==> config.mk <==
export PLATFORM = sky130hd
export DESIGN_NAME = gevt_fanout_mapper
export DESIGN_NICKNAME = d
export VERILOG_FILES = /design/src/rtl/gevt_pkg.sv /design/src/rtl/gevt_map_datapath.sv /design/src/rtl/gevt_map_ctrl.sv /design/src/rtl/gevt_fanout_mapper.sv
export SDC_FILE = /design/constraint.sdc
export NUM_CORES = 2
export LEC_CHECK = 0
export BUFFER_PORTS_ARGS = -buffer_cell sky130_fd_sc_hd__clkbuf_2
export CAP_MARGIN = 20
export CORE_MARGIN = 2
export CORE_UTILIZATION = 25
export CTS_BUF_LIST = sky130_fd_sc_hd__clkbuf_16
export DETAILED_ROUTE_END_ITERATION = 8
export PLACE_DENSITY = 0.48
export SYNTH_ARGS = -nofsm -noshare
export SYNTH_HDL_FRONTEND = slang
export SYNTH_HIERARCHICAL = 1
export SYNTH_SLANG_ARGS = --single-unit
==> constraint.sdc <==
create_clock -name clk -period 3.2 [get_ports clk]
set_input_delay 0.48 -clock clk [delete_from_list [all_inputs] [get_ports clk]]
set_output_delay 0.48 -clock clk [all_outputs]
set_load 0.02 [all_outputs]
==> src/rtl/gevt_pkg.sv <==
package gevt_pkg;

  localparam logic [15:0] DISABLE_IDX = 16'hFFFF;

  typedef struct packed {
    logic        irqMode;
    logic [15:0] idx;
  } half_t;

  typedef struct packed {
    half_t hi;
    half_t lo;
  } entry_t;

  localparam entry_t RESET_ENTRY = '{hi: '{irqMode: 1'b0, idx: DISABLE_IDX},
                                     lo: '{irqMode: 1'b0, idx: DISABLE_IDX}};

  // control -> datapath
  typedef struct packed {
    logic load;
    logic setErr;
  } strobe_t;

  // datapath -> control
  typedef struct packed {
    logic       inRange;
    logic [1:0] en;
  } lookup_t;

  function automatic logic [63:0] packWord(entry_t e);
    return {e.hi.irqMode, 15'b0, e.hi.idx, e.lo.irqMode, 15'b0, e.lo.idx};
  endfunction

  function automatic entry_t unpackWord(logic [63:0] w);
    entry_t e;
    e.hi.irqMode = w[63];
    e.hi.idx     = w[47:32];
    e.lo.irqMode = w[31];
    e.lo.idx     = w[15:0];
    return e;
  endfunction

endpackage

==> src/rtl/gevt_map_datapath.sv <==
module gevt_map_datapath
  import gevt_pkg::*;
#(
  parameter int DEPTH  = 64,
  parameter int ADDR_W = $clog2(DEPTH)
) (
  input  logic              clk,
  input  logic              rstN,
  input  logic              cfgWe,
  input  logic [ADDR_W-1:0] cfgAddr,
  input  logic [63:0]       cfgWdata,
  output logic [63:0]       cfgRdata,
  input  logic [15:0]       inIdx,
  input  strobe_t           strobe,
  input  logic [1:0]        pend,
  output lookup_t           lookup,
  output logic [1:0]        evtValid,
  output logic [31:0]       evtIdx,
  output logic [1:0]        irqValid,
  output logic [17:0]       irqReg,
  output logic [11:0]       irqBit
);

  entry_t     tbl [DEPTH];
  entry_t     selEntry;
  half_t      selHalf [2];
  logic [1:0] enVec;
  logic       inRange;
  logic       cfgInRange;
  logic       unusedSink;

  assign inRange    = ({16'b0, inIdx} < 32'(DEPTH));
  assign cfgInRange = (32'(cfgAddr) < 32'(DEPTH));

  // reserved write bits and the error strobe have no use here
  assign unusedSink = ^{cfgWdata[62:48], cfgWdata[30:16], strobe.setErr};

  always_ff @(posedge clk or negedge rstN) begin
    if (!rstN) begin
      for (int i = 0; i < DEPTH; i++) tbl[i] <= RESET_ENTRY;
    end else if (cfgWe && cfgInRange) begin
      tbl[cfgAddr] <= unpackWord(cfgWdata);
    end
  end

  assign cfgRdata = cfgInRange ? packWord(tbl[cfgAddr]) : 64'b0;

  assign selEntry   = inRange ? tbl[inIdx[ADDR_W-1:0]] : RESET_ENTRY;
  assign selHalf[0] = selEntry.lo;
  assign selHalf[1] = selEntry.hi;

  for (genvar k = 0; k < 2; k++) begin : g_ch
    half_t heldQ;

    always_ff @(posedge clk or negedge rstN) begin
      if (!rstN)            heldQ <= RESET_ENTRY.lo;
      else if (strobe.load) heldQ <= selHalf[k];
    end

    assign enVec[k]          = (selHalf[k].idx != DISABLE_IDX);
    assign evtValid[k]       = pend[k] & ~heldQ.irqMode;
    assign irqValid[k]       = pend[k] &  heldQ.irqMode;
    assign evtIdx[16*k +: 16] = heldQ.idx;
    assign irqReg[9*k +: 9]   = heldQ.idx[14:6];
    assign irqBit[6*k +: 6]   = heldQ.idx[5:0];
  end

  assign lookup = '{inRange: inRange, en: enVec};

endmodule

==> src/rtl/gevt_map_ctrl.sv <==
module gevt_map_ctrl
  import gevt_pkg::*;
(
  input  logic       clk,
  input  logic       rstN,
  input  logic       inValid,
  input  lookup_t    lookup,
  input  logic [1:0] egReady,
  output logic       inReady,
  output strobe_t    strobe,
  output logic [1:0] pend,
  output logic       errFlag
);

  logic [1:0] pendQ;
  logic       errQ;
  logic       accept;

  assign inReady       = ~|pendQ;
  assign accept        = inValid & inReady;
  assign strobe.load   = accept &  lookup.inRange;
  assign strobe.setErr = accept & ~lookup.inRange;

  always_ff @(posedge clk or negedge rstN) begin
    if (!rstN) begin
      pendQ <= 2'b00;
      errQ  <= 1'b0;
    end else begin
      errQ <= errQ | strobe.setErr;
      if (strobe.load) pendQ <= lookup.en;
      else             pendQ <= pendQ & ~egReady;
    end
  end

  assign pend    = pendQ;
  assign errFlag = errQ;

endmodule

==> src/rtl/gevt_fanout_mapper.sv <==
module gevt_fanout_mapper
  import gevt_pkg::*;
#(
  parameter int DEPTH  = 64,
  parameter int ADDR_W = $clog2(DEPTH)
) (
  input  logic              clk,
  input  logic              rstN,
  input  logic              cfgWe,
  input  logic [ADDR_W-1:0] cfgAddr,
  input  logic [63:0]       cfgWdata,
  output logic [63:0]       cfgRdata,
  input  logic              inValid,
  input  logic [15:0]       inIdx,
  output logic              inReady,
  output logic [1:0]        evtValid,
  output logic [31:0]       evtIdx,
  output logic [1:0]        irqValid,
  output logic [17:0]       irqReg,
  output logic [11:0]       irqBit,
  input  logic [1:0]        egReady,
  output logic              errFlag
);

  strobe_t    strobe;
  lookup_t    lookup;
  logic [1:0] pend;

  gevt_map_ctrl u_ctrl (
    .clk     (clk),
    .rstN    (rstN),
    .inValid (inValid),
    .lookup  (lookup),
    .egReady (egReady),
    .inReady (inReady),
    .strobe  (strobe),
    .pend    (pend),
    .errFlag (errFlag)
  );

  gevt_map_datapath #(.DEPTH(DEPTH), .ADDR_W(ADDR_W)) u_dp (
    .clk      (clk),
    .rstN     (rstN),
    .cfgWe    (cfgWe),
    .cfgAddr  (cfgAddr),
    .cfgWdata (cfgWdata),
    .cfgRdata (cfgRdata),
    .inIdx    (inIdx),
    .strobe   (strobe),
    .pend     (pend),
    .lookup   (lookup),
    .evtValid (evtValid),
    .evtIdx   (evtIdx),
    .irqValid (irqValid),
    .irqReg   (irqReg),
    .irqBit   (irqBit)
  );

endmodule

# ---- Yosys cells after proc, flatten, opt, wreduce, memory -nomap -nowiden
# Cells that the tools add are included.
dict set report totals {
  output_inout_bits 132
  regBits 2213
  inputBits 92
  word_cells 297
}
dict set report classes {
  n_mux 11
  order_cmp 4
  n_reduce_logical 3
  bitwise 15
  eq_ne 2
}
# op count
set ops {}
lappend ops {{2176-bit bitwise mux} 1}
lappend ops {{34-bit binary-select mux with 6-bit select} 2}
lappend ops {{34-bit demux with 6-bit select} 1}
lappend ops {{34-bit two-way mux} 6}
lappend ops {{16-bit != test (second input constant)} 2}
lappend ops {{16-bit by 7-bit less-than comparator with 1-bit output (second input constant)} 1}
lappend ops {{7-bit >= comparator (second input constant)} 2}
lappend ops {{6-bit inverter with 7-bit output} 2}
lappend ops {{1-bit AND} 7}
lappend ops {{7-bit by 1-bit less-than comparator with 1-bit output (second input constant)} 1}
lappend ops {{1-bit inverter} 3}
lappend ops {{2-bit AND} 1}
lappend ops {{2-bit two-way mux} 1}
lappend ops {{2-bit inverter} 1}
lappend ops {{2-bit OR reduction} 1}
lappend ops {{1-bit logical AND} 1}
lappend ops {{1-bit zero test} 1}
lappend ops {{1-bit OR} 1}

# ---- Depth between registers and ports, before layout
dict set report logic_depth {
  word_depth 7
  depth_mapped 16
  ltp_nobuf 9
}

# ---- By module
# Netlist, hierarchy kept.
# module n_inst seq_area_each_um2 cells_per_inst area_each_um2
set modules_own_cells {}
lappend modules_own_cells {gevt_map_datapath 1 57905.5 8044 115170.5}
lappend modules_own_cells {gevt_map_ctrl 1 75.1 11 156.4}

# ---- Worst setup path after synthesis
# No wires, ideal clock.
dict set report synth_path {
  path_type {input port to flip-flop}
  from {in inIdx[0]}
  to {reg u_ctrl.pendQ[1], in the netlist u_ctrl/pend[1]}
  required_ps 3121
  path_buffers 5
  path_stages 13
  setup_time_ps 79
  arrival_time_ps 2952
  path_slack_ps 169
  cell_sequence {buf_6 > buf_6 > buf_12 > buf_6 > buf_2 > mux4_2 > a22oi_1 > a21oi_1 > nor4_1 > nor4_1 > a41oi_1 > nand4b_1 > mux2i_1}
}
# element line
set synth_rtl {}
lappend synth_rtl {{from (decl)} gevt_fanout_mapper.sv:14} ;# input logic [15:0] inIdx,
lappend synth_rtl {{to (signal assigned)} gevt_map_ctrl.sv:30} ;# if (strobe.load) pendQ <= lookup.en;
lappend synth_rtl {{to (signal assigned)} gevt_map_ctrl.sv:31} ;# else pendQ <= pendQ & ~egReady;
lappend synth_rtl {{to (decl)} gevt_map_ctrl.sv:15} ;# logic [1:0] pendQ;

# ---- Worst setup path after layout
dict set report layout_path {
  from {in cfgAddr[1]}
  to {out cfgRdata[47]}
}
dict set report layout_between {
  elab_chain_cells 4
}
# element line
set layout_lines {}
lappend layout_lines {{from (decl)} gevt_fanout_mapper.sv:10} ;# input logic [ADDR_W-1:0] cfgAddr,
lappend layout_lines {{6-bit inverter with 7-bit output (not written as such)} gevt_map_datapath.sv:46} ;# assign cfgRdata = cfgInRange ? packWord(tbl[cfgAddr]) : 64'b0;
lappend layout_lines {{34-bit binary-select mux with 6-bit select} gevt_map_datapath.sv:46}
lappend layout_lines {{34-bit two-way mux (not written as such) (2 in series)} gevt_map_datapath.sv:46}
lappend layout_lines {{to (decl)} gevt_fanout_mapper.sv:12} ;# output logic [63:0] cfgRdata,
# No other way between the ends. The select of a mux whose other input is x is not followed.

==> results.txt <==
Worst-path maximum fanout: 12
DRT iter0 DRCs: 10,500
Worst clock skew: 49.5 ps
Fin nets: 8,679
Worst-Margin Slew: 869 ps
Fraction of the mapped netlist area in adder cells: 0%
Post-route total power: 79.9 mW
Die H: 683 um
Cell count after synthesis: 8,055
Crit path DAT: 2720 ps
Post-synth EDFFs: 0
HPWL Detailed: 337,000 um
Pint: 57.9 mW
Layout cells sized above 1: 76.4%
Sw frac: 27.5%
WS Path Type: primary input to output port
Drt wl/cell: 36.3 um
Remaining DRCs: 0
XOR/XNOR Fraction of Synth Area: 0%
Peak supply drop: 0.342 mV
# H-tree levels: 5
CTS tree: done
Synthesis-to-layout area growth: 24.0%
Area after DPL: 0.131 mm2
Vias per inst: 5.72
Comb power frac: 16.1%
Commonest cells in the netlist: mux2_2, dfstp_2, a22oi_1
GRT overflow: 0
Failing checks: hold timing
Synth unique cells: 63
Worst EP required: 2720 ps
Slew margin rel.: 42.1%
# Max-Cap Violations: 0
Synth area leader: dfstp_2
Antenna violations before repair: 51
Fin crit share: 100%
Placer congestion estimate: 0.895
Placeable Area: 0.460 mm2
Vias in the first global route: 86,400
DRT Wirelength: 543,000 um
CP Launch Type: primary input
Ys flop type: dfstp_2
Combinational family with the most area after synthesis: multiplexers
Global Route Usage Sum: 22.3%
Crit path time final: 3200 ps
DRT Pass-1 Iters: 6
Routed via count: 85,600
Global-route wire length before repair: 739,000 um
Clock buffer depth: 4
Port bufs: 163
Post-synthesis compound-gate area fraction: 10.4%
Simple-Gate Fraction of Synth Area: 1.84%
Synth async-reset ratio: 100%
Die X: 683 um
Final Max Slew Viols: 0
Post-synth top area share: 47.4%
Post-layout instance area: 0.143 mm2
Final Hold Viols: 16
Boundary pin count: 224
FMAX: 313 MHz
Leak: 54.3 nW
Final hold slack: -21.0 ps
Layout fillers: 45,100
P per Cell Area: 559 mW/mm2
Most frequent cell after synthesis: mux2_2
Syn_area_per_cell: 14.3 um2
Root buf cell: clkbuf_16
Num CTS Buffers: 262
Clk pwr share: 36.9%
Largest net degree at the start of global routing: 138
Worst-path clk slew: 60 ps
Sequential-to-total area share from yosys stat: 50.3%
Net Sw Power: 22.0 mW
Status: finished, violations left
Die area: 0.467 mm2
Initial Utilization: 25.1%
Worst setup EP type: output port
Top area cells in the synthesized netlist: dfstp_2, mux2_2, mux4_2, a22oi_1, dfrtp_1
Setup Viol. Count Final: 0
Flop pwr share: 47.1%
RSZ-0062 raised after global routing: true
FP Rows: 249
Seq cells post-synth: 2,213
Netlist Area Pre-Place: 0.115 mm2
Post-synthesis mux area share: 33.6%
Clk sinks: 2,213
Later-pin clock latency in the skew report: 940 ps
Synth warn: 6
Number of nets still failing antenna checks after routing: 0
Worst hold path class: primary input to flip-flop
[metal layers]
| metal | vias to the layer above | part of all wire (%) | wire length (um) | track usage [%] |
|---|---|---|---|---|
| met5 | - | 0.018 | 98 | 0 |
| met4 | 16 | 6.5 | 35400 | 12.9 |
| met1 | 46200 | 40 | 218000 | 28.9 |
| met2 | 5338 | 44 | 241000 | 34.1 |
| met3 | 1368 | 8.9 | 48200 | 5.24 |
| li1 | 32700 | - | - | - |
[path summary, 6_finish.rpt]
kind	from	cells after the start	end	slack, ps
worst max register to register	u_dp/tbl[1371]	9	u_ctrl/pend[0]	90
min in group asynchronous	rstN	2	u_dp/tbl[1988]	150
worst min register to register	u_ctrl/errFlag	1	u_ctrl/errFlag	470
worst max-delay path	cfgAddr[1]	11	cfgRdata[47]	0.3
worst min-delay path	cfgWdata[10]	2	u_dp/tbl[1132]	-20
max in group asynchronous	rstN	4	u_dp/tbl[1003]	1740
[stage by stage]
stage | setup WS (ps) | TNS (ps) | utilization, % | cells
after global placement | -915 | -13500 | 28.6 | 14400
after detailed placement | -891 | -14120 | 28.6 | 14400
after global routing | -86.8 | -379 | 31.1 | 14900
after CTS | -160 | -534 | 30.7 | 14900
final | 0.280 | 0 | 31.1 | 15000
after floorplan | 169 | 0 | - | 8084
[flip-flops by register name, indices dropped and copies added (netlist names)]
| register | flops |
|---|---|
| u_dp/evtIdx | 32 |
| u_ctrl/errFlag | 1 |
| u_dp/g_ch.heldQ | 2 |
| u_dp/tbl | 2176 |
| u_ctrl/pend | 2 |
[cell usage in the layout (no fill, tap or decap), types with 82 or more instances in the layout]
cell and n:
buf_4 653, a41oi_1 122, dfstp_2 2080, a22o_1 91, inv_1 82, buf_12 358, mux4_2 601, clkbuf_16 276
clkbuf_2 123, mux2_2 2184, dfrtp_1 133, nand2_1 83, a22oi_1 971
[timing repair]
action / 4_1_cts / 5_1_grt
pin swaps: 57 / 79
setup buffers: 45 / 30
gates resized for setup: 189 / 146
endpoints found under the hold margin: 69 / 12
hold buffers: 3 / 3
endpoints found under the setup margin: 34 / 33
gates cloned: 7 / 6
[worst max-delay path: stages]
cell	delay (ps)
buf_8	120
nor3b_4	160
buf_12	160
buf_12	190
buf_4	190
a22oi_1	230
a41oi_1	200
nor4_2	320
nand3_1	170
buf_4	210
clkbuf_4	190
[cell families (layout without fill, tap and decap cells)]
kind of cell,after synthesis,after routing
buf+inv,1001,1709
other cells,1,44
compound gates,1577,1577
mux,2844,2844
simple gates,419,419
flops,2213,2213
[power groups by stage]
stage,registers [mW],clock network (mW),logic (mW)
after floorplan,36.4,0,7.83
after global placement,37.5,0,12.0
after detailed placement,37.7,0,12.2
after CTS,37.4,30.0,12.6
after global routing,38.0,31.1,13.5
final,37.6,29.5,12.8
[area by class of cell]
cell class,instances,area (um2),share of cell area [%]
diodes,14,35.0,0.0245
clock buffers,270,6760,4.72
clock inverters,199,1430,0.997
inverters,9,41.3,0.0289
multi-input cells,4870,54800,38.3
flip-flops and latches,2213,58000,40.5
well taps,6149,7690,5.38
repair buffers,1231,14300,10.0
No activity file was read; power rests on OpenSTA's default activity.
